===== src/rtl/dps_pkg.sv =====
package dps_pkg;

    // Controller states of the detector
    typedef enum logic [1:0] {
        ST_HUNT  = 2'd0,   // waiting for a qualifying high run
        ST_ARMED = 2'd1,   // run qualified, line still high
        ST_SHIFT = 2'd2    // collecting the 16-bit signature window
    } dps_state_e;

    // Operating mode of the debug port
    typedef enum logic {
        MODE_JTAG  = 1'b0,
        MODE_SWIRE = 1'b1
    } dps_mode_e;

endpackage


===== src/rtl/dps_run_counter.sv =====
module dps_run_counter #(
    parameter int RUN_MIN = 50,
    parameter int CNT_W   = $clog2(RUN_MIN + 1)
) (
    input  logic clk,
    input  logic rst_n,
    input  logic line_in,
    input  logic clr,
    output logic sat
);

    localparam logic [CNT_W-1:0] CNT_TOP = CNT_W'(RUN_MIN);

    logic [CNT_W-1:0] cnt_q;

    // Count consecutive high samples; hold at the top value
    always_ff @(posedge clk or negedge rst_n) begin
        if (!rst_n) begin
            cnt_q <= '0;
        end else if (clr || !line_in) begin
            cnt_q <= '0;
        end else if (cnt_q != CNT_TOP) begin
            cnt_q <= cnt_q + CNT_W'(1);
        end
    end

    assign sat = (cnt_q == CNT_TOP);

    // a saturated run stays saturated while the line stays high
    run_hold_chk: assert property (@(posedge clk) disable iff (!rst_n)
        (sat && line_in && !clr) |=> sat);

    // a low sample ends the run
    run_drop_chk: assert property (@(posedge clk) disable iff (!rst_n)
        (!line_in) |=> !sat);

endmodule


===== src/rtl/dps_code_shifter.sv =====
module dps_code_shifter #(
    parameter int CODE_W = 16,
    parameter int BCNT_W = $clog2(CODE_W)
) (
    input  logic              clk,
    input  logic              rst_n,
    input  logic              bit_in,
    input  logic              capture,
    input  logic              start,
    output logic [CODE_W-1:0] word_nxt,
    output logic              last_bit
);

    localparam logic [BCNT_W-1:0] LAST_IDX = BCNT_W'(CODE_W - 1);

    logic [CODE_W-1:0] sh_q;
    logic [BCNT_W-1:0] bcnt_q;

    // Bits arrive LSB first: each new bit enters at the top and moves down
    assign word_nxt = {bit_in, sh_q[CODE_W-1:1]};

    // The bit now on the line completes the window
    assign last_bit = (bcnt_q == LAST_IDX);

    always_ff @(posedge clk or negedge rst_n) begin
        if (!rst_n) begin
            sh_q   <= '0;
            bcnt_q <= '0;
        end else if (capture) begin
            sh_q   <= word_nxt;
            bcnt_q <= start ? BCNT_W'(1) : bcnt_q + BCNT_W'(1);
        end
    end

    // a window that opens must begin counting from its first bit
    win_open_chk: assert property (@(posedge clk) disable iff (!rst_n)
        (capture && start) |=> (bcnt_q == BCNT_W'(1)));

endmodule


===== src/rtl/dps_ctrl.sv =====
module dps_ctrl
    import dps_pkg::*;
#(
    parameter int              CODE_W       = 16,
    parameter logic [CODE_W-1:0] CODE_TO_SW   = 16'hE79E,
    parameter logic [CODE_W-1:0] CODE_TO_JTAG = 16'hE73C
) (
    input  logic              clk,
    input  logic              rst_n,
    input  logic              line_in,
    input  logic              sat,
    input  logic [CODE_W-1:0] word_nxt,
    input  logic              last_bit,
    output logic              capture,
    output logic              start,
    output logic              clr,
    output dps_mode_e         mode,
    output logic              evt_sw,
    output logic              evt_jt
);

    dps_state_e st_q, st_nxt;
    logic       hit_sw, hit_jt;

    // State register
    always_ff @(posedge clk or negedge rst_n) begin
        if (!rst_n) begin
            st_q <= ST_HUNT;
        end else begin
            st_q <= st_nxt;
        end
    end

    // Next state and window control
    always_comb begin
        st_nxt  = st_q;
        capture = 1'b0;
        start   = 1'b0;
        unique case (st_q)
            ST_HUNT: begin
                if (sat && !line_in) begin
                    capture = 1'b1;
                    start   = 1'b1;
                    st_nxt  = ST_SHIFT;
                end else if (sat) begin
                    st_nxt = ST_ARMED;
                end
            end
            ST_ARMED: begin
                if (!line_in) begin
                    capture = 1'b1;
                    start   = 1'b1;
                    st_nxt  = ST_SHIFT;
                end else if (!sat) begin
                    st_nxt = ST_HUNT;
                end
            end
            ST_SHIFT: begin
                capture = 1'b1;
                if (last_bit) begin
                    st_nxt = ST_HUNT;
                end
            end
            default: begin
                st_nxt = ST_HUNT;
            end
        endcase
    end

    // Run counter is held at zero while a window is open
    assign clr = (st_q == ST_SHIFT);

    // Signature compare on the completing bit
    assign hit_sw = (st_q == ST_SHIFT) && last_bit && (word_nxt == CODE_TO_SW);
    assign hit_jt = (st_q == ST_SHIFT) && last_bit && (word_nxt == CODE_TO_JTAG);

    // Registered outputs: mode and event pulses
    always_ff @(posedge clk or negedge rst_n) begin
        if (!rst_n) begin
            mode   <= MODE_JTAG;
            evt_sw <= 1'b0;
            evt_jt <= 1'b0;
        end else begin
            evt_sw <= hit_sw;
            evt_jt <= hit_jt;
            if (hit_sw) begin
                mode <= MODE_SWIRE;
            end else if (hit_jt) begin
                mode <= MODE_JTAG;
            end
        end
    end


    shift_quiet_chk: assert property (@(posedge clk) disable iff (!rst_n)
        (st_q == ST_SHIFT) |-> !sat);


    evt_excl_chk: assert property (@(posedge clk) disable iff (!rst_n)
        !(evt_sw && evt_jt));


    sw_pulse_chk: assert property (@(posedge clk) disable iff (!rst_n)
        evt_sw |=> !evt_sw);


    jt_pulse_chk: assert property (@(posedge clk) disable iff (!rst_n)
        evt_jt |=> !evt_jt);


    sw_mode_chk: assert property (@(posedge clk) disable iff (!rst_n)
        evt_sw |-> (mode == MODE_SWIRE));


    jt_mode_chk: assert property (@(posedge clk) disable iff (!rst_n)
        evt_jt |-> (mode == MODE_JTAG));


    mode_evt_chk: assert property (@(posedge clk) disable iff (!rst_n)
        (mode != $past(mode)) |-> (evt_sw || evt_jt));


    shift_exit_chk: assert property (@(posedge clk) disable iff (!rst_n)
        ((st_q == ST_SHIFT) && last_bit) |=> (st_q == ST_HUNT));

endmodule


===== src/rtl/dbg_proto_switch.sv =====
module dbg_proto_switch
    import dps_pkg::*;
#(
    parameter int                RUN_MIN      = 50,
    parameter int                CODE_W       = 16,
    parameter logic [CODE_W-1:0] CODE_TO_SW   = 16'hE79E,
    parameter logic [CODE_W-1:0] CODE_TO_JTAG = 16'hE73C
) (
    input  logic clk,
    input  logic rst_n,
    input  logic dio_in,
    output logic mode_swire,
    output logic line_rst,
    output logic evt_to_swire,
    output logic evt_to_jtag
);

    localparam int CNT_W  = $clog2(RUN_MIN + 1);
    localparam int BCNT_W = $clog2(CODE_W);

    logic              sat;
    logic              clr;
    logic              capture;
    logic              start;
    logic              last_bit;
    logic [CODE_W-1:0] word_nxt;
    dps_mode_e         mode;

    dps_run_counter #(
        .RUN_MIN (RUN_MIN),
        .CNT_W   (CNT_W)
    ) u_run (
        .clk     (clk),
        .rst_n   (rst_n),
        .line_in (dio_in),
        .clr     (clr),
        .sat     (sat)
    );

    dps_code_shifter #(
        .CODE_W (CODE_W),
        .BCNT_W (BCNT_W)
    ) u_shift (
        .clk      (clk),
        .rst_n    (rst_n),
        .bit_in   (dio_in),
        .capture  (capture),
        .start    (start),
        .word_nxt (word_nxt),
        .last_bit (last_bit)
    );

    dps_ctrl #(
        .CODE_W       (CODE_W),
        .CODE_TO_SW   (CODE_TO_SW),
        .CODE_TO_JTAG (CODE_TO_JTAG)
    ) u_ctrl (
        .clk      (clk),
        .rst_n    (rst_n),
        .line_in  (dio_in),
        .sat      (sat),
        .word_nxt (word_nxt),
        .last_bit (last_bit),
        .capture  (capture),
        .start    (start),
        .clr      (clr),
        .mode     (mode),
        .evt_sw   (evt_to_swire),
        .evt_jt   (evt_to_jtag)
    );

    assign mode_swire = (mode == MODE_SWIRE);
    assign line_rst   = sat;


    reset_quiet_chk: assert property (@(posedge clk)
        !rst_n |-> (!mode_swire && !line_rst && !evt_to_swire && !evt_to_jtag));


    evt_onehot_chk: assert property (@(posedge clk) disable iff (!rst_n)
        $onehot0({evt_to_swire, evt_to_jtag}));

endmodule


===== config.mk =====
export PLATFORM = sky130hd
export DESIGN_NAME = dbg_proto_switch
export DESIGN_NICKNAME = d
export VERILOG_FILES = /design/src/rtl/dps_pkg.sv /design/src/rtl/dps_run_counter.sv /design/src/rtl/dps_code_shifter.sv /design/src/rtl/dps_ctrl.sv /design/src/rtl/dbg_proto_switch.sv
export SDC_FILE = /design/constraint.sdc
export NUM_CORES = 1
export LEC_CHECK = 0
export BUFFER_PORTS_ARGS = -buffer_cell sky130_fd_sc_hd__buf_2
export CORE_AREA = 2 2 62 64
export CTS_BUF_LIST = sky130_fd_sc_hd__clkbuf_8
export DETAILED_ROUTE_END_ITERATION = 10
export DIE_AREA = 0 0 64 66
export PLACE_DENSITY_LB_ADDON = 0.3
export SKIP_CTS_REPAIR_TIMING = 1
export SLEW_MARGIN = 10
export SYNTH_ARGS = -nofsm -noshare
export SYNTH_HDL_FRONTEND = slang
export SYNTH_SLANG_ARGS = --single-unit

===== constraint.sdc =====
create_clock -name clk -period 1.7 [get_ports clk]
set_clock_uncertainty 0.2 [all_clocks]
set_input_delay 0.17 -clock clk [delete_from_list [all_inputs] [get_ports clk]]
set_output_delay 0.17 -clock clk [all_outputs]
set_load 0.05 [all_outputs]

==> out/results.ini, run 1 <==
[floorplanning]
coreArea_um2=3550
die-area_um2=4220
initial_utilization=0.375
rows=22
die_w_um=64
ios=7
dieHeight_um=66

[placed_design]
place.gp.congestion=0.771
io_buffers=6
dp_hpwl_um=1580
dp_cells=170

[setup_path]
crit_path_max_fanout=3
worstPathRequired_ns=1.68
worst_path_largest_cell_delay_ns=0.50
crit_path_end_kind=register
ff2ff_setup_slack_ns=-0.20
critical_path_class=register to register
path_cells=ha_2 > nand4b_1 > or4b_4 > o31a_1 > o22a_1
startpoint_type=register
reg2reg_depth=5
worstPathArrival_ns=1.88
crit_family=simple AND/OR/NAND/NOR gates
regToRegEndpoint=u_ctrl.mode$_DFFE_PN0P_
worst-path-buf-inv=0
slowest_stage=or4b_4
regToRegStartpoint=u_shift.bcnt_q[0]$_DFFE_PN0P_

[grt]
grt_pass1_vias=888
antenna_found_initial=0
globalRoute.totalOverflow=0
grt_max_degree=31
grt_pass1_wl_um=3970
grtUsageTotal=0.126

[sta]
hold-worst-slack_ns=-0.00613
slew_headroom=0.560
finalHoldViolCount=1
fin_crit_sh=1.12
drv_slew=0
rsz0062_at_grt=true
worst_slew_pin_slew_ns=0.660
tns_ns=-2.10
min_period_ns=1.90
max_clock_freq_mhz=525
worst_slack_ns=-0.204
setup_viol=18

[synthesis]
synth.avg_cell_area_um2=12.8
synth-edff-count=0
synth_nets=110
synth-seq-cells=30
synth-async-reset-ratio=1.00
netlist_area_um2=1330
ys.warnings.count=0
synth_cell_types=33
synth_ff_type=dfrtp_1
ys_seq_area_frac=0.564
syn-instance-count=104

[final_layout]
insertedDiodeCount=0
drive_above_1_share=0.435
final_cells=186
final_util=0.519
nNetsFinal=144
syn2layout_area_growth_pct=38.5

[drt]
drtIter0Drc=32
ant_nets=0
routed_wl_um=2560
drtPass1Iterations=4
drc_errors=0
wl_per_cell_um=13.8
vias_per_cell=4.79
vias=891

[clocking]
clock_path_buffers=2
root_buffer=clkbuf_8
tritoncts=done
path_clk_slew_ns=0.06
cts_buffers=5
htree_levels=2
clock-sinks=30
clock_latency_ns=0.29

[run_status]
outcome=finished with violations
failed_checks=negative hold slack, negative setup slack

[pwr]
p_switching_mw=0.478
p_int_mw=1.50
clockPowerShare=0.370
power.density_nw_per_um2=1070
seqPwrFrac=0.447
cellLeakagePower_nw=0.939
max-vdd-ir-drop_mv=0.857
finalPower_mw=1.97
combinationalPowerShare=0.183
switching_share=0.242

[min_path]
hold_start=dio_in
whs_endpoint=u_ctrl.st_q[0]$_DFFE_PN0P_
worstHoldPathCells=2
worstHoldPathType=input pin to register

[flow_run]
cap_violations=0

[worst register-to-register path, stage by stage (launching register included)]
cell      delay, ns
dfrtp_1        0.36
ha_2           0.21
nand4b_1       0.11
or4b_4         0.50
o31a_1         0.25
o22a_1         0.17
[cells in the final DEF (no fill, tap or decap), types with 2 or more instances in the layout]
master	netlist	final
dfrtp_1	30	30
buf_4	0	19
mux2_4	0	14
nor2_1	9	8
nand2_1	7	7
clkbuf_8	0	6
buf_2	1	5
xor2_1	4	4
xnor2_1	4	4
nand3_1	3	3
nand2b_1	2	2
nor3_1	2	2
[cell usage after synthesis, types with 2 or more instances]
| library cell | instances | area [um2] |
|---|---|---|
| dfrtp_1 | 30 | 751 |
| mux2_2 | 14 | 158 |
| nor2_1 | 9 | 33.8 |
| nand2_1 | 7 | 26.3 |
| xnor2_1 | 4 | 35.0 |
| xor2_1 | 4 | 35.0 |
| ha_1 | 3 | 37.5 |
| nand3_1 | 3 | 15.0 |
| inv_1 | 2 | 7.51 |
| nand2b_1 | 2 | 12.5 |
| nand4_2 | 2 | 25.0 |
| nor3_1 | 2 | 10.0 |
| nor4_1 | 2 | 12.5 |
[through the flow]
| step | setup WS [ns] | cell area (um2) | hold slack, ns |
|---|---|---|---|
| final | -0.204 | 1840 | -0.00613 |
| after CTS | -0.218 | 1670 | -0.258 |
| after floorplan | -0.250 | 1370 | -0.326 |
| after detailed placement | -0.199 | 1560 | 0.0449 |
| after global placement | -0.136 | 1560 | 0.0301 |
| after global routing | -0.271 | 1840 | 0.00651 |
[worst max-delay path by stage]
stage / from / end / slack (ns) / cells after the start
CTS: u_shift.bcnt_q[1]$_DFFE_PN0P_ / u_ctrl.evt_sw$_DFF_PN0_ / -0.22 / 6
global route: u_shift.bcnt_q[0]$_DFFE_PN0P_ / u_ctrl.evt_sw$_DFF_PN0_ / -0.27 / 6
finish: u_shift.bcnt_q[0]$_DFFE_PN0P_ / u_ctrl.mode$_DFFE_PN0P_ / -0.20 / 5
global placement: u_shift.bcnt_q[1]$_DFFE_PN0P_ / u_ctrl.mode$_DFFE_PN0P_ / -0.14 / 5
detailed placement: u_shift.bcnt_q[1]$_DFFE_PN0P_ / u_ctrl.evt_sw$_DFF_PN0_ / -0.20 / 6
floorplan: u_run.cnt_q[1]$_DFFE_PN0P_ / u_shift.sh_q[10]$_DFFE_PN0P_ / -0.25 / 6
[cells by family (layout without fill, tap and decap cells)]
logic type / after synthesis / count (layout) / synth area share
xor gates and xnor gates: 8 / 8 / 0.0526
buffers and inverters: 5 / 39 / 0.0207
DFF: 30 / 30 / 0.564
muxes: 15 / 15 / 0.126
adders and majority gates: 3 / 3 / 0.0282
and+or+nand+nor: 35 / 35 / 0.152
AOI/OAI and AO/OA: 8 / 8 / 0.0564
[per-layer routing]
| metal | part of all wire | track usage |
|---|---|---|
| met5 | 0 | 0 |
| met4 | 0.018 | 0.0571 |
| met3 | 0.036 | 0.0511 |
| met2 | 0.46 | 0.190 |
| met1 | 0.49 | 0.157 |
[final cells by class]
class,instances,area (um2)
Clock inverter,1,30.0
Timing Repair Buffer,29,249
Inverter,3,18.8
Clock buffer,6,82.6
Tap cell,48,60.1
Fill cell,299,1710
Multi-Input combinational cell,69,653
Sequential cell,30,751
[power groups by stage]
stage	clock network [mW]	logic (mW)	registers, mW
5_1_grt	0.787	0.403	0.894
6_report	0.730	0.360	0.883
3_5_place_dp	0	0.287	0.891
4_1_cts	0.742	0.290	0.879
3_3_place_gp	0	0.274	0.886
2_1_floorplan	0	0.154	0.885
[flip-flops by register name, summed over array words and instances, names as in the netlist]
signal	cells
u_shift.bcnt_q	4
u_ctrl.evt_sw	1
u_ctrl.st_q	2
u_ctrl.mode	1
u_ctrl.evt_jt	1
u_shift.sh_q	15
u_run.cnt_q	6
No activity file was read; power rests on OpenSTA's default activity.
==> run 2: changes to the inputs <==
CORE_AREA = 2 2 53 75   (was 2 2 62 64)
DIE_AREA = 0 0 55 77   (was 0 0 64 66)
==> run 2 against run 1 <==
Compared with the run above: the run still ends with negative hold slack, negative setup slack left; cell count is 2.2% lower; register-to-register slack better by 0.03 ns; combinational power is 5.8% lower; non-clock buffer count is 1 higher; sequential power about the same; critical path depth did not move; critical endpoint unchanged; highest routed layer unchanged.
==> out/results.ini, run 2 (same netlist as run 1, synthesis figures left out) <==
[pwr]
cellLeakagePower_nw=0.920  ; -2.0%
combinationalPowerShare=0.187  ; +0.004
max-vdd-ir-drop_mv=0.672  ; -22%
finalPower_mw=1.81  ; -8.3%
clockPowerShare=0.325  ; -0.045
p_switching_mw=0.479  ; +0.25%
switching_share=0.265  ; +0.0226
seqPwrFrac=0.487  ; +0.040
power.density_nw_per_um2=1010  ; -5.9%
p_int_mw=1.33  ; -11%

[grt]
grt_pass1_vias=915  ; +3.0%
globalRoute.totalOverflow=0  ; unchanged
grt_max_degree=31  ; unchanged
antenna_found_initial=0  ; unchanged
grt_pass1_wl_um=4250  ; +6.9%
grtUsageTotal=0.147  ; +0.0213

[floorplanning]
initial_utilization=0.372  ; -0.00288
ios=7  ; unchanged
rows=26  ; +18%
die_w_um=55  ; -14%
die-area_um2=4240  ; +0.26%
dieHeight_um=77  ; +17%
coreArea_um2=3580  ; +0.78%

[final_layout]
syn2layout_area_growth_pct=35.1
reg.largest.list=u_shift.sh_q: 15 flops, u_run.cnt_q: 6 flops, u_shift.bcnt_q: 4 flops
final_cells=182  ; -2.2%
final_cell_mix=dfrtp_1 (30), buf_4 (20), mux2_4 (11)
insertedDiodeCount=0  ; unchanged
nNetsFinal=145  ; +0.69%
drive_above_1_share=0.436  ; +0.000932
final_util=0.502  ; -0.0169
layout_commonest_cell=dfrtp_1
largest_register=u_shift.sh_q
largest_reg_flops=15  ; unchanged

[sta]
tns_ns=-2.13  ; -0.0298 ns
setup_viol=18  ; unchanged
min_period_ns=1.88  ; -0.0277 ns
finalHoldViolCount=2  ; +1
worst_slew_pin_slew_ns=0.676  ; +0.0165 ns
max_clock_freq_mhz=533  ; +1.5%
rsz0062_at_grt=true
hold-worst-slack_ns=-0.00776  ; -0.00163 ns
worst_slack_ns=-0.177  ; +0.0277 ns
drv_slew=0  ; unchanged
slew_headroom=0.549  ; -0.0110
fin_crit_sh=1.10  ; -0.0163

[setup_path]
crit_path_end_kind=register
startpoint_type=register
worstPathRequired_ns=1.67  ; about the same
reg2reg_depth=5  ; unchanged
crit_path_max_fanout=2  ; -1
critical_path_class=register to register
worstPathArrival_ns=1.85  ; -0.03 ns

[clocking]
htree_levels=2  ; unchanged
clock-sinks=30  ; unchanged
clock_latency_ns=0.28  ; about the same
root_buffer=clkbuf_8
tritoncts=done
path_clk_slew_ns=0.06  ; about the same
cts_buffers=5  ; unchanged
clock_path_buffers=2  ; unchanged

[drt]
vias_per_cell=5.05  ; +5.4%
drc_errors=0  ; unchanged
routed_wl_um=2690  ; +5.2%
drtIter0Drc=24  ; -25%
drtPass1Iterations=4  ; unchanged
vias=919  ; +3.1%
ant_nets=0  ; unchanged
wl_per_cell_um=14.8  ; +7.5%

[placed_design]
dp_cells=167  ; -1.8%
place.gp.congestion=0.758  ; -1.6%
io_buffers=6  ; unchanged
preCtsSetupSlack_ns=-0.159  ; +0.0399 ns
dp_hpwl_um=1770  ; +12%

[run_status]
failed_checks=negative hold slack, negative setup slack
outcome=finished with violations

[min_path]
worstHoldPathCells=2  ; unchanged
worstHoldPathType=input pin to register

[flow_run]
cap_violations=0  ; unchanged

-- run 2: cell types whose count changed in the layout (fill, tap and decap cells not counted), sizes merged --
cell and change:
buf +2, bufinv -1, clkbuf -1, clkinv +1, inv +1
-- run 2: power groups by stage --
stage | combinational, mW | sequential, mW | clock [mW]
CTS | 0.310 | 0.880 | 0.608
floorplan | 0.154 | 0.885 | 0
global route | 0.384 | 0.892 | 0.654
detailed placement | 0.307 | 0.891 | 0
finish | 0.339 | 0.882 | 0.589
global placement | 0.299 | 0.884 | 0
-- run 2: worst max-delay path, cell delays in order (launching register included) --
cell and delay (ns):
dfrtp_1 0.35, ha_2 0.18, nand4b_1 0.10, or4b_4 0.50, o31a_1 0.25, o22a_1 0.18
-- run 2: final cells by class --
class,count,area (um2)
Clock buffer,6,82.6
Clock inverter,2,8.76
Fill cell,318,1780
Inverter,3,18.8
Multi-Input combinational cell,69,642
Sequential cell,30,751
Tap cell,42,52.6
Timing Repair Buffer,30,243
-- run 2: path summary, 6_finish.rpt --
path	startpoint	endpoint	slack (ns)
worst min-delay path	dio_in	u_ctrl.st_q[0]$_DFFE_PN0P_	-0.008
worst max-delay path	u_shift.bcnt_q[0]$_DFFE_PN0P_	u_ctrl.mode$_DFFE_PN0P_	-0.18
max in group asynchronous	rst_n	u_shift.sh_q[7]$_DFFE_PN0P_	0.60
min in group asynchronous	rst_n	u_ctrl.evt_sw$_DFF_PN0_	0.25
worst max register to register	u_shift.bcnt_q[0]$_DFFE_PN0P_	u_ctrl.mode$_DFFE_PN0P_	-0.18
worst min register to register	u_shift.sh_q[1]$_DFFE_PN0P_	u_shift.sh_q[1]$_DFFE_PN0P_	0.31
-- run 2: per-layer routing --
metal,GRT usage,part of all wire
met4,0.0878,0.035
met1,0.162,0.41
met3,0.0642,0.033
met5,0,0
met2,0.224,0.52
-- run 2: metrics by stage --
step	hold slack (ns)	area [um2]
detailed placement	0.0455	1580
floorplan	-0.326	1370
global route	-0.00254	1800
finish	-0.00776	1800
CTS	-0.266	1670
global placement	0.0299	1580
